## src/rtl/szalu_pkg.sv

```systemverilog
package szalu_pkg;
  localparam int DW = 32;
  localparam int CW = 5;
  localparam int OPW = 5;
  localparam int SZW = 2;

  localparam int FX = 4;
  localparam int FN = 3;
  localparam int FZ = 2;
  localparam int FV = 1;
  localparam int FC = 0;

  localparam logic [SZW-1:0] SZ_B   = 2'd0;
  localparam logic [SZW-1:0] SZ_W   = 2'd1;
  localparam logic [SZW-1:0] SZ_L   = 2'd2;
  localparam logic [SZW-1:0] SZ_BAD = 2'd3;

  typedef enum logic [OPW-1:0] {
    OP_ADD  = 5'd0,  OP_SUB  = 5'd1,  OP_ADDX = 5'd2,  OP_SUBX = 5'd3,
    OP_NEG  = 5'd4,  OP_NEGX = 5'd5,  OP_CMP  = 5'd6,  OP_AND  = 5'd7,
    OP_OR   = 5'd8,  OP_XOR  = 5'd9,  OP_NOT  = 5'd10, OP_MOVE = 5'd11,
    OP_CLR  = 5'd12, OP_EXT  = 5'd13, OP_SWAP = 5'd14, OP_ADDA = 5'd15,
    OP_SUBA = 5'd16
  } alu_op_e;

  function automatic logic [DW-1:0] sz_mask(input logic [SZW-1:0] sz);
    case (sz)
      SZ_B:    return 32'h0000_00FF;
      SZ_W:    return 32'h0000_FFFF;
      default: return 32'hFFFF_FFFF;
    endcase
  endfunction

  function automatic logic sz_msb(input logic [DW-1:0] v, input logic [SZW-1:0] sz);
    case (sz)
      SZ_B:    return v[7];
      SZ_W:    return v[15];
      default: return v[31];
    endcase
  endfunction

  function automatic logic sz_zero(input logic [DW-1:0] v, input logic [SZW-1:0] sz);
    return (v & sz_mask(sz)) == '0;
  endfunction

  function automatic logic [DW-1:0] sz_merge(input logic [DW-1:0] old_v,
                                             input logic [DW-1:0] new_v,
                                             input logic [SZW-1:0] sz);
    return (old_v & ~sz_mask(sz)) | (new_v & sz_mask(sz));
  endfunction
endpackage

```

## src/rtl/szalu_addsub.sv

```systemverilog
module szalu_addsub
  import szalu_pkg::*;
(
  input  logic [DW-1:0]  a_i,
  input  logic [DW-1:0]  b_i,
  input  logic           cin_i,
  input  logic           sub_i,
  input  logic [SZW-1:0] size_i,
  output logic [DW-1:0]  res_o,
  output logic           co_o,
  output logic           ov_o
);
  logic [DW-1:0] m, am, bm;
  logic [DW:0]   wide;
  logic          sa, sb, sr;

  always_comb begin
    m  = sz_mask(size_i);
    am = a_i & m;
    bm = b_i & m;
    if (sub_i) wide = {1'b0, am} - {1'b0, bm} - {{DW{1'b0}}, cin_i};
    else       wide = {1'b0, am} + {1'b0, bm} + {{DW{1'b0}}, cin_i};
    res_o = wide[DW-1:0] & m;
    case (size_i)
      SZ_B:    co_o = wide[8];
      SZ_W:    co_o = wide[16];
      default: co_o = wide[DW];
    endcase
    sa = sz_msb(a_i, size_i);
    sb = sz_msb(b_i, size_i);
    sr = sz_msb(res_o, size_i);
    ov_o = sub_i ? ((sa != sb) && (sr != sa)) : ((sa == sb) && (sr != sa));
  end
endmodule

```

## src/rtl/szalu_logic.sv

```systemverilog
module szalu_logic
  import szalu_pkg::*;
(
  input  logic [OPW-1:0] op_i,
  input  logic [SZW-1:0] size_i,
  input  logic [DW-1:0]  d_i,
  input  logic [DW-1:0]  s_i,
  output logic [DW-1:0]  res_o
);
  always_comb begin
    case (op_i)
      OP_AND:  res_o = d_i & s_i;
      OP_OR:   res_o = d_i | s_i;
      OP_XOR:  res_o = d_i ^ s_i;
      OP_NOT:  res_o = ~d_i;
      OP_MOVE: res_o = s_i;
      OP_EXT:  res_o = (size_i == SZ_W) ? {{24{d_i[7]}}, d_i[7:0]}
                                        : {{16{d_i[15]}}, d_i[15:0]};
      OP_SWAP: res_o = {d_i[15:0], d_i[31:16]};
      default: res_o = '0;
    endcase
  end
endmodule

```

## src/rtl/szalu_top.sv

```systemverilog
module szalu_top
  import szalu_pkg::*;
(
  input  logic           clk,
  input  logic           rst_n,
  input  logic [4:0]     op_i,
  input  logic [1:0]     size_i,
  input  logic [31:0]    dst_i,
  input  logic [31:0]    src_i,
  input  logic [4:0]     ccr_i,
  output logic [31:0]    res_o,
  output logic           wr_o,
  output logic [4:0]     ccr_o
);
  alu_op_e       opc;
  logic          legal, writes, is_arith, is_logic, is_addr, use_x, is_cmp;
  logic [SZW-1:0] eff_sz;
  logic [DW-1:0] ar_a, ar_b, ar_res, lg_res, value, merged, src_x, addr_val;
  logic          ar_cin, ar_sub, ar_c, ar_v, flag_n, flag_z;
  logic [CW-1:0] ccr_nxt;
  logic          out_vld;

  assign opc = alu_op_e'(op_i);

  szalu_addsub u_arith (
    .a_i(ar_a), .b_i(ar_b), .cin_i(ar_cin), .sub_i(ar_sub), .size_i(eff_sz),
    .res_o(ar_res), .co_o(ar_c), .ov_o(ar_v)
  );

  szalu_logic u_logic (
    .op_i(op_i), .size_i(eff_sz), .d_i(dst_i), .s_i(src_i), .res_o(lg_res)
  );

  always_comb begin
    legal = 1'b1; writes = 1'b1; is_arith = 1'b0; is_logic = 1'b0;
    is_addr = 1'b0; use_x = 1'b0; is_cmp = 1'b0; ar_sub = 1'b1;
    eff_sz = size_i; ar_a = dst_i; ar_b = src_i;
    case (opc)
      OP_ADD:  begin is_arith = 1'b1; ar_sub = 1'b0; end
      OP_SUB:  is_arith = 1'b1;
      OP_ADDX: begin is_arith = 1'b1; ar_sub = 1'b0; use_x = 1'b1; end
      OP_SUBX: begin is_arith = 1'b1; use_x = 1'b1; end
      OP_NEG:  begin is_arith = 1'b1; ar_a = '0; ar_b = dst_i; end
      OP_NEGX: begin is_arith = 1'b1; ar_a = '0; ar_b = dst_i; use_x = 1'b1; end
      OP_CMP:  begin is_arith = 1'b1; is_cmp = 1'b1; writes = 1'b0; end
      OP_AND, OP_OR, OP_XOR, OP_NOT, OP_MOVE, OP_CLR: is_logic = 1'b1;
      OP_EXT:  begin is_logic = 1'b1; legal = (size_i != SZ_B); end
      OP_SWAP: begin is_logic = 1'b1; eff_sz = SZ_L; end
      OP_ADDA, OP_SUBA: begin is_addr = 1'b1; legal = (size_i != SZ_B); end
      default: legal = 1'b0;
    endcase
    if (size_i == SZ_BAD) legal = 1'b0;
    ar_cin = use_x & ccr_i[FX];

    src_x    = (size_i == SZ_W) ? {{16{src_i[15]}}, src_i[15:0]} : src_i;
    addr_val = (opc == OP_SUBA) ? dst_i - src_x : dst_i + src_x;

    value  = is_arith ? ar_res : lg_res;
    merged = is_addr ? addr_val : sz_merge(dst_i, value, eff_sz);
    flag_n = sz_msb(value, eff_sz);
    flag_z = sz_zero(value, eff_sz);

    ccr_nxt = ccr_i;
    if (legal && is_arith) begin
      ccr_nxt[FX] = is_cmp ? ccr_i[FX] : ar_c;
      ccr_nxt[FN] = flag_n;
      ccr_nxt[FZ] = use_x ? (ccr_i[FZ] & flag_z) : flag_z;
      ccr_nxt[FV] = ar_v;
      ccr_nxt[FC] = ar_c;
    end else if (legal && is_logic) begin
      ccr_nxt[FN] = flag_n;
      ccr_nxt[FZ] = flag_z;
      ccr_nxt[FV] = 1'b0;
      ccr_nxt[FC] = 1'b0;
    end
  end

  always_ff @(posedge clk) begin
    if (!rst_n) begin
      res_o <= '0; wr_o <= 1'b0; ccr_o <= '0; out_vld <= 1'b0;
    end else begin
      res_o <= merged; wr_o <= legal & writes; ccr_o <= ccr_nxt; out_vld <= 1'b1;
    end
  end

  // Assertions on registered outputs against the inputs of the previous edge
  AST_CMP_NO_WRITE: assert property (@(posedge clk) disable iff (!rst_n)
    out_vld && $past(op_i) == OP_CMP |-> !wr_o && ccr_o[FX] == $past(ccr_i[FX]));
  AST_ADDR_FLAGS_KEPT: assert property (@(posedge clk) disable iff (!rst_n)
    out_vld && ($past(op_i) == OP_ADDA || $past(op_i) == OP_SUBA) |-> ccr_o == $past(ccr_i));
  AST_X_FOLLOWS_C: assert property (@(posedge clk) disable iff (!rst_n)
    out_vld && $past(op_i) <= OP_NEGX && $past(size_i) != SZ_BAD |-> ccr_o[FX] == ccr_o[FC]);
  AST_LOGIC_VC_CLEAR: assert property (@(posedge clk) disable iff (!rst_n)
    out_vld && $past(op_i) >= OP_AND && $past(op_i) <= OP_CLR && $past(size_i) != SZ_BAD
    |-> ccr_o[1:0] == 2'b00 && ccr_o[FX] == $past(ccr_i[FX]));
  AST_CLR_FLAGS: assert property (@(posedge clk) disable iff (!rst_n)
    out_vld && $past(op_i) == OP_CLR && $past(size_i) != SZ_BAD |-> ccr_o[3:0] == 4'b0100);
  AST_Z_STICKY: assert property (@(posedge clk) disable iff (!rst_n)
    out_vld && ($past(op_i) == OP_ADDX || $past(op_i) == OP_SUBX || $past(op_i) == OP_NEGX)
    && !$past(ccr_i[FZ]) |-> !ccr_o[FZ]);
  AST_BYTE_UPPER_KEPT: assert property (@(posedge clk) disable iff (!rst_n)
    out_vld && wr_o && $past(size_i) == SZ_B && $past(op_i) != OP_SWAP
    |-> res_o[31:8] == $past(dst_i[31:8]));
  AST_BAD_NO_EFFECT: assert property (@(posedge clk) disable iff (!rst_n)
    out_vld && ($past(size_i) == SZ_BAD || $past(op_i) > OP_SUBA)
    |-> !wr_o && ccr_o == $past(ccr_i));
endmodule

```

## config.mk

```make
export PLATFORM = sky130hd
export DESIGN_NAME = szalu_top
export DESIGN_NICKNAME = d
export VERILOG_FILES = /design/src/rtl/szalu_pkg.sv /design/src/rtl/szalu_addsub.sv /design/src/rtl/szalu_logic.sv /design/src/rtl/szalu_top.sv
export SDC_FILE = /design/constraint.sdc
export NUM_CORES = 1
export LEC_CHECK = 0
export BUFFER_PORTS_ARGS = -buffer_cell sky130_fd_sc_hd__buf_2
export CAP_MARGIN = 5
export CORE_ASPECT_RATIO = 1.4
export CORE_UTILIZATION = 40
export DETAILED_ROUTE_END_ITERATION = 10
export GPL_ROUTABILITY_DRIVEN = 0
export PLACE_DENSITY = 0.65
export SYNTH_ARGS = -nofsm -noshare
export SYNTH_HDL_FRONTEND = slang
export SYNTH_HIERARCHICAL = 1
export SYNTH_SLANG_ARGS = --single-unit
```

## constraint.sdc

```tcl
create_clock -name clk -period 6.4 [get_ports clk]
set_clock_uncertainty 0.15 [all_clocks]
set_input_delay 0.32 -clock clk [delete_from_list [all_inputs] [get_ports clk]]
set_output_delay 0.32 -clock clk [all_outputs]
set_load 0.005 [all_outputs]
```

==> impl_metrics.toml <==
[timing]
tightest_slew_ps = 846.6
period_needed_ps = 5727
grt_setup_unrepaired = "no"
whs_ps = 149.4
finalCritPeriodShare_pct = 89.49
tns_ps = 0
setup_slack_ps = 672.6
fmax_mhz = 174.6
setup_viol = 0
hold_viol = 0
relSlewSlack_pct = 42.10
slew_violations = 0

[yosys]
synth_enable_flop_cells = 0
ys_warn_count = 6
ys_types = 97
netlist_instances = 1863
synth_nets = 2132
syn_area_per_cell_um2 = 6.911
ys_seq_area_share_pct = 5.908
ys_ff_latch = 38
synth_ff_type = "dfxtp_1"
syn-cell-area_um2 = 12880
async_flop_share_pct = 0

[floorplanning]
pin_count = 116
rows = 77
dieWidth_um = 153.6
die_height_um = 214.3
start_util_pct = 40.75
design.core.area_um2 = 31600
dieArea_um2 = 32920

[global_route]
grt_antenna_before_repair = 1
met3_usage_pct = 2.749
top_usage_layer = "met2"
use_met1_pct = 33.97
grt_max_degree = 79
grt.met2_usage_pct = 46.11
grt_pass1_wl_um = 73240
grtUsageTotal_pct = 27.93
grt_overflow = 0
first_global_vias = 13670

[critical_path]
cp.arrival_ps = 5830
required_ps = 6500
slowest_stage = "a311oi_1"
startpoint_type = "input pin"
path_cells = "buf_2 > nor2_1 > nand2_1 > nor2_4 > buf_4 > buf_4 > mux2_2 > and2_1 > ha_1 > ha_1 > nand4_1 > or4_1 > o22ai_1 > o221ai_1 > a21oi_1 > xor2_1 > a311oi_1 > a22oi_1 > nor2_1"
cpPeakStageDelay_ps = 680
crit_type = "input pin to flip-flop"
worst-path-max-fanout = 24
crit_path_end_kind = "flip-flop"

[clock_tree]
clk_pin_slew_ps = 80
cts_setup_buffers = 0
cts.htree.levels = 2
tritoncts = "built"
cts_sinks = 38
cts_max_path_buffers = 2
numCtsBuffers = 5
hold_buffers = 0
cts-root-buf = "clkbuf_16"
cts_resized = 0

[routing]
finalWirelength_um = 46780
vias = 14060
drtIter0Drc = 1450
ant_nets = 0
remaining_drc_errors = 0
vias_per_cell = 6.087
wl_per_cell_um = 20.26
drt-pass1-iter-count = 6

[finish]
final_layout_size_suffix_gt1_share_pct = 12.17
nFillCells = 3291
regArea_um2 = 760.7
nets = 2182
postLayoutCoreUtil_pct = 43.86
area_growth_pct = 7.637
n_antenna_cell = 0
multi_input_area_um2 = 11060

[placed_design]
portBuffers = 115
dpl_worst_slack_ps = 483.1
hpwl_um = 37090

[worst_hold_path]
hold_class = "input pin to flip-flop"

[pwr]
leakage_nw = 6.399
power.density_nw_per_um2 = 144.0
vdd_drop_max_mv = 0.09780

[run_status]
outcome = "completed"

[run]
maxCapViolations = 0
## power by group
group          internal (W)  switching [W]  leakage (nW)  total (W)
logic              0.000569       0.000884          6.01    0.00145
registers          0.000259     0.00000674         0.314   0.000266
clock network      0.000155       0.000122        0.0729   0.000277
total              0.000983        0.00101          6.40    0.00200
## logic make-up after synthesis
logic type | synth area share (%)
DFF | 5.908
AOI/OAI and AO/OA | 26.78
xor gates and xnor gates | 6.656
adders and majority gates | 19.01
muxes | 7.395
and+or+nand+nor | 25.99
buffers and inverters | 8.259
## layout by cell type, fill, tap and decap left out, types with 6 or more instances in the layout
cell,Yosys,routed
a22oi_1,34,34
nand3_1,70,70
a31oi_1,12,12
nand2_1,187,187
o41ai_1,6,6
o22ai_1,21,21
a2bb2oi_1,6,6
inv_1,168,168
nor4_1,19,19
o21a_1,15,15
or2_2,11,11
dfxtp_1,38,38
and3_1,18,18
o211ai_1,18,18
nor3_1,23,23
a21oi_1,135,135
nor2b_1,65,65
nand2b_1,18,18
buf_2,15,115
buf_4,2,24
mux2i_1,34,34
nand4_1,20,20
o31ai_1,15,15
ha_1,186,186
or3_1,10,10
xor2_1,40,40
o21bai_1,10,10
mux4_2,7,7
a21o_1,36,36
o221ai_1,9,9
mux2_2,39,39
xnor2_1,56,56
or4_1,7,7
nor2_1,136,135
o31a_1,6,6
a211oi_1,16,16
and2_1,55,55
o2111ai_1,15,15
a311oi_1,8,8
o21ai_0,104,103
## registers in the layout, summed over array words and instances, names as in the netlist
register	count
wr_o	1
res_o	32
ccr_o	5
## cell usage after synthesis (16+ instances only)
master | instances | share of area (%)
dfxtp_1 | 38 | 5.9
nand3_1 | 70 | 2.7
nand2b_1 | 18 | 0.87
nand4_1 | 20 | 0.97
nor3_1 | 23 | 0.89
o22ai_1 | 21 | 1.0
a211oi_1 | 16 | 0.93
a21o_1 | 36 | 2.1
inv_1 | 168 | 4.9
ha_1 | 186 | 18
nor2_1 | 136 | 4.0
o21ai_0 | 104 | 4.0
nand2_1 | 187 | 5.5
clkbuf_1 | 67 | 2.0
mux2i_1 | 34 | 2.6
xor2_1 | 40 | 2.7
and3_1 | 18 | 0.87
o211ai_1 | 18 | 1.0
a21oi_1 | 135 | 5.2
and2_1 | 55 | 2.7
xnor2_1 | 56 | 3.8
a22oi_1 | 34 | 2.0
nor4_1 | 19 | 0.92
nor2b_1 | 65 | 3.2
mux2_2 | 39 | 3.4
## final timing paths
| kind | cells past startpoint | to | slack, ps | startpoint |
|---|---|---|---|---|
| setup / recovery | 19 | ccr_o[0] | 670 | op_i[3] |
| hold / removal | 3 | ccr_o[1] | 150 | ccr_i[1] |
## metal layers
layer | vias up | routed length, um
met1 | 6495 | 19260
met5 | - | 0
met2 | 657 | 21380
li1 | 6765 | -
met4 | 0 | 3176
met3 | 139 | 2968
## per-stage QoR
stage                     power [W]  std cells  area, um^2
after floorplan            0.001291       1863       12880
after global routing       0.002146       2309       13860
after detailed placement   0.001682       2301       13710
after global placement     0.001667       2301       13710
final                      0.001996       2309       13860
after CTS                  0.001970       2309       13860
## critical path: cells and delay by family
family | cells | cell delay (ps)
fa+ha+maj | 2 | 880
buf+inv | 3 | 730
xor+xnor | 1 | 100
mux | 1 | 360
simple gates | 7 | 1820
compound gates | 5 | 1570
## layout make-up
| class | instances | area share [%] |
|---|---|---|
| clock inverters | 2 | 0.09028 |
| repair buffers | 139 | 5.453 |
| clock buffers | 6 | 1.002 |
| flip-flops and latches | 38 | 5.489 |
| well taps | 395 | 3.566 |
| inverters | 170 | 4.604 |
| multi-input cells | 1559 | 79.80 |
No activity file was read; power rests on OpenSTA's default activity.
